[src/rtl/irx_mode_seq.sv]
module irx_mode_seq #(
  parameter int CLK_PERIOD_PS = 4000,
  parameter int SETUP_MIN_PS  = 200000,
  parameter int HOLD_MIN_PS   = 200000
) (
  input  logic clk,
  input  logic rst_n,
  input  logic start_i,
  input  logic mode_req_i,
  input  logic ser_txd_i,
  output logic sd_o,
  output logic txd_o,
  output logic ready_o,
  output logic done_o,
  output logic mode_o
);

  localparam int SETUP_RAW = (SETUP_MIN_PS + CLK_PERIOD_PS - 1) / CLK_PERIOD_PS;
  localparam int HOLD_RAW  = (HOLD_MIN_PS + CLK_PERIOD_PS - 1) / CLK_PERIOD_PS;
  localparam int SETUP_CYC = (SETUP_RAW < 1) ? 1 : SETUP_RAW;
  localparam int HOLD_CYC  = (HOLD_RAW < 1) ? 1 : HOLD_RAW;
  localparam int MAX_CYC   = (SETUP_CYC > HOLD_CYC) ? SETUP_CYC : HOLD_CYC;
  localparam int CNT_W     = $clog2(MAX_CYC + 1);
  localparam logic [CNT_W-1:0] SETUP_LAST = CNT_W'(SETUP_CYC - 1);
  localparam logic [CNT_W-1:0] HOLD_LAST  = CNT_W'(HOLD_CYC - 1);

  typedef enum logic [1:0] {ST_IDLE, ST_LEAD, ST_SETUP, ST_HOLD} state_t;

  state_t           state_q;
  logic [CNT_W-1:0] cnt_q;
  logic             lvl_q;
  logic             done_q;
  logic             mode_q;

  wire idle     = (state_q == ST_IDLE);
  wire cnt_wrap = (state_q == ST_SETUP) ? (cnt_q == SETUP_LAST) : (cnt_q == HOLD_LAST);

  always_ff @(posedge clk or negedge rst_n) begin
    if (!rst_n) begin
      state_q <= ST_IDLE;
      cnt_q   <= '0;
      lvl_q   <= 1'b0;
      done_q  <= 1'b0;
      mode_q  <= 1'b0;
    end else begin
      done_q <= 1'b0;
      case (state_q)
        ST_IDLE: if (start_i) begin
          state_q <= ST_LEAD;
          lvl_q   <= mode_req_i;
          cnt_q   <= '0;
        end
        ST_LEAD: begin
          state_q <= ST_SETUP;
          cnt_q   <= '0;
        end
        ST_SETUP: begin
          if (cnt_wrap) begin
            state_q <= ST_HOLD;
            cnt_q   <= '0;
          end else begin
            cnt_q <= cnt_q + 1'b1;
          end
        end
        ST_HOLD: begin
          if (cnt_wrap) begin
            state_q <= ST_IDLE;
            cnt_q   <= '0;
            done_q  <= 1'b1;
            mode_q  <= lvl_q;
          end else begin
            cnt_q <= cnt_q + 1'b1;
          end
        end
        default: state_q <= ST_IDLE;
      endcase
    end
  end

  assign sd_o    = (state_q == ST_LEAD) || (state_q == ST_SETUP);
  assign txd_o   = idle ? ser_txd_i : ((state_q == ST_LEAD) ? 1'b0 : lvl_q);
  assign ready_o = idle;
  assign done_o  = done_q;
  assign mode_o  = mode_q;

endmodule

[config.mk]
export PLATFORM = sky130hd
export DESIGN_NAME = irx_mode_seq
export DESIGN_NICKNAME = d
export VERILOG_FILES = /design/src/rtl/irx_mode_seq.sv
export SDC_FILE = /design/constraint.sdc
export NUM_CORES = 1
export LEC_CHECK = 0
export BUFFER_PORTS_ARGS = -buffer_cell sky130_fd_sc_hd__buf_4
export CORE_AREA = 2 2 39 41
export DETAILED_ROUTE_END_ITERATION = 8
export DIE_AREA = 0 0 41 43
export PLACE_DENSITY = 0.68
export SLEW_MARGIN = 15
export SYNTH_ARGS = -nofsm -noshare
export SYNTH_HDL_FRONTEND = slang
export SYNTH_SLANG_ARGS = --single-unit
[constraint.sdc]
create_clock -name clk -period 5.23 [get_ports clk]
set_clock_uncertainty 0.2 [all_clocks]
set_input_delay 0.523 -clock clk [delete_from_list [all_inputs] [get_ports clk]]
set_output_delay 0.523 -clock clk [all_outputs]
set_load 0.01 [all_outputs]
# After elaboration in Yosys (flattened, before gate mapping)
# Index checks and enable logic that the tools add are counted.
dict set report word_totals {
  output_inout_bits 5
  elab_cells 30
  inputBits 5
  regBits 11
}
dict set report op_classes {
  eq_ne 7
  addsub 1
  reduce_logical 6
  n_mux 11
}
# operator count
set ops {}
lappend ops {{6-bit case mux with 3 select lines} 1}
lappend ops {{6-bit 2-to-1 mux} 2}
lappend ops {{2-bit case mux with 4 select lines} 1}
lappend ops {{6-bit by 1-bit adder with 6-bit output, second input constant} 1}
lappend ops {{6-bit equality test, second input constant} 1}
lappend ops {{2-bit 2-to-1 mux} 3}
lappend ops {{2-bit inequality test, second input constant} 3}
lappend ops {{2-bit equality test, second input constant} 2}
lappend ops {{1-bit 2-to-1 mux} 4}
lappend ops {{2-bit AND reduction} 2}
lappend ops {{3-bit AND reduction} 1}
lappend ops {{2-bit by 1-bit equality test with 1-bit output, second input constant} 1}
lappend ops {{2-bit zero test} 1}
lappend ops {{2-bit OR reduction} 1}
lappend ops {{1-bit logical OR} 1}

# Longest topological paths before layout
# Gate-level depths: netlist (run 1).
dict set report logic_depth {
  depth_word 3
  ltp_mapped 7
  depth_no_buf 6
}

# Worst setup path before layout (run 1)
# Ideal clock, no wire load.
dict set report synth_path {
  kind {reg2out}
  from {register state_q[0]}
  to {output txd_o}
  path_stages_with_launch 5
  n_path_buf 0
  arrival_time_ns 1.146
  required_time_ns 4.507
  setup_slack_ns 3.361
  cell_sequence {dfrtp_1 inv_1 ha_1 nand2b_1 o21ai_0}
}
# element line
set synth_lines {}
lappend synth_lines {{start, declared} 29} ;# state_t state_q;
lappend synth_lines {{start signal, assigned} 40} ;# state_q <= ST_IDLE;
lappend synth_lines {{start signal, assigned} 49} ;# state_q <= ST_LEAD;
lappend synth_lines {{start signal, assigned} 54} ;# state_q <= ST_SETUP;
lappend synth_lines {{2-bit zero test} 35} ;# wire idle = (state_q == ST_IDLE);
lappend synth_lines {{net ready_o} 13} ;# output logic ready_o,
lappend synth_lines {{1-bit 2-to-1 mux} 81} ;# assign txd_o = idle ? ser_txd_i : ((state_q == ST_LEAD) ? 1'b0 : lvl_q);
lappend synth_lines {{end, declared} 12} ;# output logic txd_o,
# The timed path passes the listed nets, and every way through them passes these cells.

# Worst setup path after layout (run 1)
dict set report layout_path {
  from {register state_q[0]}
  to {output txd_o}
}
dict set report layout_between {
  elab_chain_len 3
}
# element line
set layout_rtl {}
lappend layout_rtl {{2-bit by 1-bit equality test with 1-bit output} 81}
lappend layout_rtl {{1-bit 2-to-1 mux} 81}
lappend layout_rtl {{1-bit 2-to-1 mux *} 81}
# Every way passes the cells marked *; elsewhere a longest branch is shown, timed or not.

==> results of run 1 <==
## stage by stage
step	setup slack [ps]	instances
floorplan	3361	66
global placement	3390	89
detailed placement	3330	89
CTS	3033	94
global route	2924	94
finish	3036	94
## power by group
part / internal [W] / switching, W
Clock: 0.0000295 / 0.0000281
Combinational: 0.00000259 / 0.00000218
Sequential: 0.0000850 / 0
## cell type report
cell class / count / area [µm²]
multi-input cells: 49 / 325.3
repair buffers: 10 / 77.57
well taps: 16 / 20.02
flip-flops and latches: 11 / 275.3
inverters: 4 / 15.01
fillers: 125 / 644.4
clock buffers: 4 / 26.28
## sequential cells by signal, indices dropped and copies added (netlist names)
register  count
cnt_q         6
mode_o        1
done_o        1
state_q       2
lvl_q         1
## per-layer routing
layer  up-vias  share of wire (%)
met4         0                1.2
met5         -                  0
met3         2                2.0
met2         5                 48
met1       230                 49
li1        255                  -
## logic make-up after synthesis
| family | count (synthesis) | synth area share [%] |
|---|---|---|
| flops | 11 | 44.00 |
| compound gates | 15 | 17.00 |
| buf+inv | 6 | 3.999 |
| mux | 2 | 3.600 |
| fa+ha+maj | 6 | 12.00 |
| simple gates | 26 | 19.40 |
## cell usage after synthesis
library cell,count
dfrtp_1,11
nand2_1,11
ha_1,6
inv_1,4
nor2_1,4
o21ai_0,4
a21oi_1,3
nand3_1,3
buf_2,2
mux2_2,2
nand2b_1,2
nor3_1,2
o31ai_1,2
a211oi_1,1
a21o_1,1
a31o_1,1
a41o_1,1
and2b_1,1
nand4_1,1
o211ai_2,1
o31a_2,1
or2_0,1
or4_1,1
## worst register-to-register path, delay by kind of cell (launching register included)
kind | cells | cell delay, ps
simple gates | 2 | 790
buf+inv | 1 | 80
compound gates | 1 | 80
fa+ha+maj | 1 | 280
flops | 1 | 390
## path summary, 6_finish.rpt
| kind | from | to | slack (ps) | cells after the start |
|---|---|---|---|---|
| max in group asynchronous | rst_n | state_q[0]$_DFFE_PN0P_ | 4260 | 2 |
| min reg2reg | mode_o$_DFFE_PN0P_ | mode_o$_DFFE_PN0P_ | 310 | 1 |
| max | state_q[0]$_DFFE_PN0P_ | txd_o | 3040 | 5 |
| max reg2reg | state_q[0]$_DFFE_PN0P_ | cnt_q[5]$_DFFE_PN0P_ | 3340 | 5 |
| min in group asynchronous | rst_n | cnt_q[3]$_DFFE_PN0P_ | 420 | 2 |
| min | mode_req_i | lvl_q$_DFFE_PN0P_ | 290 | 2 |
==> run summary, run 1 <==
largest net degree at the start of global routing -> 12
placed cell areas -> 703.2 µm²
Final Util -> 53.44%
Core Rows -> 14
gr usage total -> 16.21%
root buf cell -> clkbuf_4
Global Route met1 Usage -> 21.85%
Area Overhead vs Synth -> 18.20%
Mapped Nets -> 77
initial antenna violation count -> 0
GRT met3 Usage -> 3.141%
RSZ-0062 raised after global routing -> no
Hold Crit Class -> input pin to register
hpwl dp -> 842.8 µm
Worst Path Buf+Inv -> 2
area leader, netlist -> dfrtp_1
CTS HTree Levels -> 1
CTS Hold Bufs -> 1
vias in the first global route -> 468
gp weighted congestion -> 0.7388
WP data required -> 4510 ps
Power Density -> 199.2 nW/µm²
Yosys warning total -> 0
Hold Worst Slack -> 286.2 ps
Mapped Cells -> 66
TNS Setup -> 0 ps
DRC Markers -> 0
post-synth top area share -> 44.00%
number of I/O port buffers -> 9
Post-CTS Setup Bufs -> 0
antenna cells -> 0
layout cells sized above 1 -> 20.51%
nets -> 90
drt first pass iters -> 4
first-pass GRT wire length -> 1.932 mm
sequential-to-total area share from yosys stat -> 44.00%
clock slew at reported path FFs -> 70 ps
CTS Buffer Depth -> 2
Avg WL per Cell -> 12.05 µm
Via Count -> 492
Distinct cells, synth -> 23
CP Cell Sequence -> inv_1 > ha_1 > nand2b_1 > o21ai_0 > buf_4
Least-Margin Pin Slew -> 316.0 ps
CP Capture Type -> output port
max_slew headroom -> 78.93%
average size of a mapped cell -> 9.479 µm²
Design Power -> 0.0001473 W
CP startpoint kind -> register
# setup viols final -> 0
Post-Synthesis Cell Area -> 625.6 µm²
DRT Wirelength -> 1.133 mm
IO Pins -> 10
WP data arrival -> 1470 ps
Die ar. -> 1763 µm²
register bit total from synthesis -> 11
crit path kind -> register to output port
most frequent cells in the layout -> 11 x nand2_1, 11 x dfrtp_1, 9 x buf_4
vias per cell -> 5.234
post-route design area -> 739.5 µm²
busiest grt layer -> met2
total CTS buffers -> 3
Final Hold Violating Endpoints -> 0
Final Cycle Share -> 41.95%
Slowest Stage Delay on Critical Path -> 390 ps
Starting Density -> 45.21%
Post-CTS Resized -> 0
clock network latency to the later pin of the worst-skew pair -> 260 ps
Core Box Area -> 1384 µm²
P_leak -> 0.3506 nW
fmax -> 455.7 MHz
Die Width -> 41 µm
Die Y -> 43 µm
Tmin final -> 2194 ps
Max-Cap Viols -> 0
Detailed Route Iter0 Violations -> 6
largest delay contributor family on the critical path -> flip-flops
peak supply drop -> 0.1083 mV
CP Max Fanout -> 7
Slowest-stage cell, CP -> dfrtp_1
top cells by area, synth -> dfrtp_1 44%, ha_1 12%, nand2_1 6.6%
Routed Antenna Nets -> 0
CTS sink cnt -> 11
met2 track utilization from global routing -> 23.75%
Overflow after GRT -> 0
CTS tree -> built
status -> completed
count of final max-slew check failures -> 0
No activity file was read; power rests on OpenSTA's default activity.
==> run 2, diff against run 1 <==
- ABC_AREA: unset -> 1
- PLACE_DENSITY: 0.68 -> 0.73
- clock period: 5.23 -> 2.18 ns (I/O delays scaled with it)
==> run 2 against run 1 <==
The run now ends with negative hold slack left. Hold slack lost 300 ps. Area after synthesis is 9.6% higher. Clock power grew 150%. Via count is 13% higher. Global-route usage rose by 2.4 points. Final area increased by 9.8%. Sequential power rose to 3.5 times the previous value. First-iteration DRC count fell by 50%. Die area did not move. Wire length increased by 7.3%.
==> run summary, run 2 <==
met2 track utilization from global routing -> 28.44% (+4.7 points)
Worst Setup SP -> state_q[0]$_DFFE_PN0P_
Least-Margin Pin Slew -> 255.5 ps (-60.45 ps)
IO Pins -> 10 (unchanged)
fillcell total -> 124 (-0.80%)
predominant post-synthesis flop cell -> dfrtp_1
sequential-to-total area share from yosys stat -> 40.15% (-3.9 points)
layout cells sized above 1 -> 28.13% (+7.6 points)
DRT Wirelength -> 1.216 mm (+7.3%)
Clk pwr share -> 15.1% (-24 points)
proportion of synthesized area in mux cells -> 0% (-3.6 points)
initial antenna violation count -> 0 (unchanged)
Final Cycle Share -> 86.73%
CP startpoint kind -> register
Int Pwr -> 0.0005203 W (+340%)
clock slew at reported path FFs -> 70 ps (about the same)
crit path kind -> register to output port
most frequent cells in the layout -> 20 x nand2_1, 11 x inv_1, 11 x dfrtp_1
Avg WL per Cell -> 10.86 µm (-9.9%)
Post-synth top cells -> 20 x nand2_1, 11 x dfrtp_1, 11 x inv_1, 6 x ha_1, 6 x nor2_2
vias in the first global route -> 545 (+16%)
Slowest-stage cell, CP -> dfrtp_1
# setup viols final -> 0 (unchanged)
most used cell, CP -> inv_1
Sw Pwr -> 0.0004117 W (+1300%)
Tmin final -> 1891 ps
Die Width -> 41 µm (unchanged)
antenna cells -> 0 (unchanged)
vias per cell -> 4.946 (-5.5%)
P_leak -> 0.4237 nW (+21%)
Largest Register -> cnt_q
Core Box Area -> 1384 µm² (unchanged)
Final Util -> 58.68% (+5.2 points)
TNS Setup -> 0 ps (unchanged)
CP Capture Type -> output port
Overflow after GRT -> 0 (unchanged)
largest net degree at the start of global routing -> 15 (+3)
max_slew headroom -> 82.90% (+4.0 points)
Compound-Gate Fraction of Synth Area -> 5.657% (-11 points)
FF-to-FF Start -> state_q[0]$_DFFE_PN0P_
gr usage total -> 18.65% (+2.4 points)
Post-Place Cells -> 106 (+19%)
Synth Area in Simple Gates -> 33.76% (+14 points)
drt first pass iters -> 4 (unchanged)
count leader, synth -> nand2_1
top cells by area, synth -> dfrtp_1 40%, ha_1 11%, nand2_1 11%
Worst Path Buf+Inv -> 3 (+1)
Mapped Cells -> 82 (+24%)
register bit total from synthesis -> 11 (unchanged)
CTS Buffer Depth -> 2 (unchanged)
Worst R2R Setup Slack -> 540 ps (-2800 ps)
largest delay contributor family on the critical path -> flip-flops
Max-Cap Viols -> 0 (unchanged)
Slowest Stage Delay on Critical Path -> 400 ps (about the same)
hpwl dp -> 956.2 µm (+13%)
Mapped Nets -> 93 (+21%)
nets -> 108 (+20%)
Yosys warning total -> 0 (unchanged)
count of final max-slew check failures -> 0 (unchanged)
sequential share of power -> 32.2% (-26 points)
failing checks -> negative hold slack
WP data arrival -> 1470 ps (about the same)
Die Y -> 43 µm (unchanged)
HP Start -> start_i
max reg flops -> 6 (unchanged)
biggest regs -> cnt_q: 6 flops, state_q: 2 flops
Post-Synthesis Cell Area -> 685.7 µm² (+9.6%)
EDFF count, synth -> 0 (unchanged)
fmax -> 528.9 MHz
Hold Worst Slack -> -9.145 ps (-295.3 ps)
final non-filler cell total -> 112 (+19%)
Sw Share -> 44.18% (+24 points)
RSZ-0062 raised after global routing -> no
CTS sink cnt -> 11 (unchanged)
Via Count -> 554 (+13%)
Final Hold Violating Endpoints -> 1 (+1)
combinational power share -> 52.7% (+50 points)
busiest grt layer -> met2
area leader, netlist -> dfrtp_1
clock network latency to the later pin of the worst-skew pair -> 270 ps (about the same)
Area Overhead vs Synth -> 18.43%
post-synth top area share -> 40.15% (-3.9 points)
CTS HTree Levels -> 1 (unchanged)
CP Cell Sequence -> inv_1 > ha_1 > inv_1 > nand2_1 > o21ai_0 > buf_4
Detailed Route Iter0 Violations -> 3 (-3)
CP Max Fanout -> 5 (-2)
total CTS buffers -> 3 (unchanged)
Routed Antenna Nets -> 0 (unchanged)
GRT met3 Usage -> 4.712% (+1.6 points)
WP data required -> 1760 ps (-2750 ps)
number of I/O port buffers -> 9 (unchanged)
commonest non-fill, non-tap cell in the layout -> nand2_1
Distinct cells, synth -> 18 (-22%)
Power Density -> 1148 nW/µm² (+480%)
average size of a mapped cell -> 8.362 µm² (-12%)
post-placement worst setup slack -> 547.3 ps (-2783 ps)
Core Rows -> 14 (unchanged)
Design Power -> 0.0009321 W (+530%)
Starting Density -> 49.55% (+4.3 points)
Post-CTS Setup Bufs -> 0 (unchanged)
root buf cell -> clkbuf_4
DRC Markers -> 0 (unchanged)
status -> finished with violations
Global Route met1 Usage -> 25.09% (+3.2 points)
worst setup margin -> 289.3 ps (-2746 ps)
adder-cell share of the synthesized area -> 10.95% (-1.1 points)
CTS tree -> built
ys async rst share -> 100.0% (unchanged)
Hold Crit Class -> input pin to register
gp weighted congestion -> 0.6965 (-5.7%)
peak supply drop -> 0.6633 mV (+510%)
largest family of logic cells by synthesized area -> simple AND/OR/NAND/NOR gates
Die ar. -> 1763 µm² (unchanged)
XOR/XNOR Fraction of Synth Area -> 1.277% (+1.3 points)
first-pass GRT wire length -> 2.242 mm (+16%)
[run 2: cell types whose count changed in the layout (fill, tap and decap cells not counted), sizes merged, moves of 3 or more]
| cell | previous run | this run |
|---|---|---|
| nand2 | 11 | 25 |
| inv | 4 | 13 |
| nand4 | 1 | 5 |
| nand3 | 3 | 6 |
| nor2 | 4 | 7 |
[run 2: per-stage QoR]
stage	instance area, µm²	hold WS (ps)
floorplan	685.7	-277.6
global placement	765.7	-138.9
detailed placement	765.7	-137.4
CTS	812.0	0.06101
global route	812.0	7.443
finish	812.0	-9.145
[run 2: worst min-delay path: cells and delay by family]
kind / cells / cell delay (ps)
and+or+nand+nor: 2 / 120
buffers and inverters: 1 / 90
[run 2: cell type report]
cell class / instances / area [µm²] / area share (%)
Inverter: 13 / 48.80 / 6.009
Timing Repair Buffer: 11 / 87.58 / 10.79
Multi-Input combinational cell: 57 / 354.1 / 43.61
Clock buffer: 4 / 26.28 / 3.236
Sequential cell: 11 / 275.3 / 33.90
Tap cell: 16 / 20.02 / 2.465
[run 2: path summary, 6_finish.rpt]
kind                                                to  cells after the start
worst min-delay path                 lvl_q$_DFFE_PN0P_                      3
worst max register to register    cnt_q[3]$_DFFE_PN0P_                      6
worst min register to register      mode_o$_DFFE_PN0P_                      2
min in group asynchronous            lvl_q$_DFFE_PN0P_                      2
max in group asynchronous       state_q[1]$_DFFE_PN0P_                      2
worst max-delay path                             txd_o                      6
[run 2: kinds of logic (layout without fill, tap and decap cells)]
logic type | Yosys count | count (layout)
buffers and inverters | 14 | 28
DFF | 11 | 11
AOI/OAI and AO/OA | 7 | 7
and+or+nand+nor | 43 | 43
adders and majority gates | 6 | 6
xor gates and xnor gates | 1 | 1
[run 2: what timing repair did]
action                    in CTS  in global routing
gates resized for setup        0                  0
hold buffers                   2                  0
hold endpoints to repair      12                  0
[run 2: per-layer routing]
metal  routed length [µm]  vias up
li1                     -      287
met1                  543      256
met2                  624        9
met3                   36        2
met4                   12        0
met5                    0        -
[run 2: power groups by stage]
stage | clock (W) | combinational, W | sequential (W)
3_3_place_gp | 0 | 0.000484 | 0.000300
3_5_place_dp | 0 | 0.000491 | 0.000305
5_1_grt | 0.000153 | 0.000564 | 0.000310
6_report | 0.000141 | 0.000491 | 0.000300
4_1_cts | 0.000140 | 0.000498 | 0.000301
2_1_floorplan | 0 | 0.000370 | 0.000293
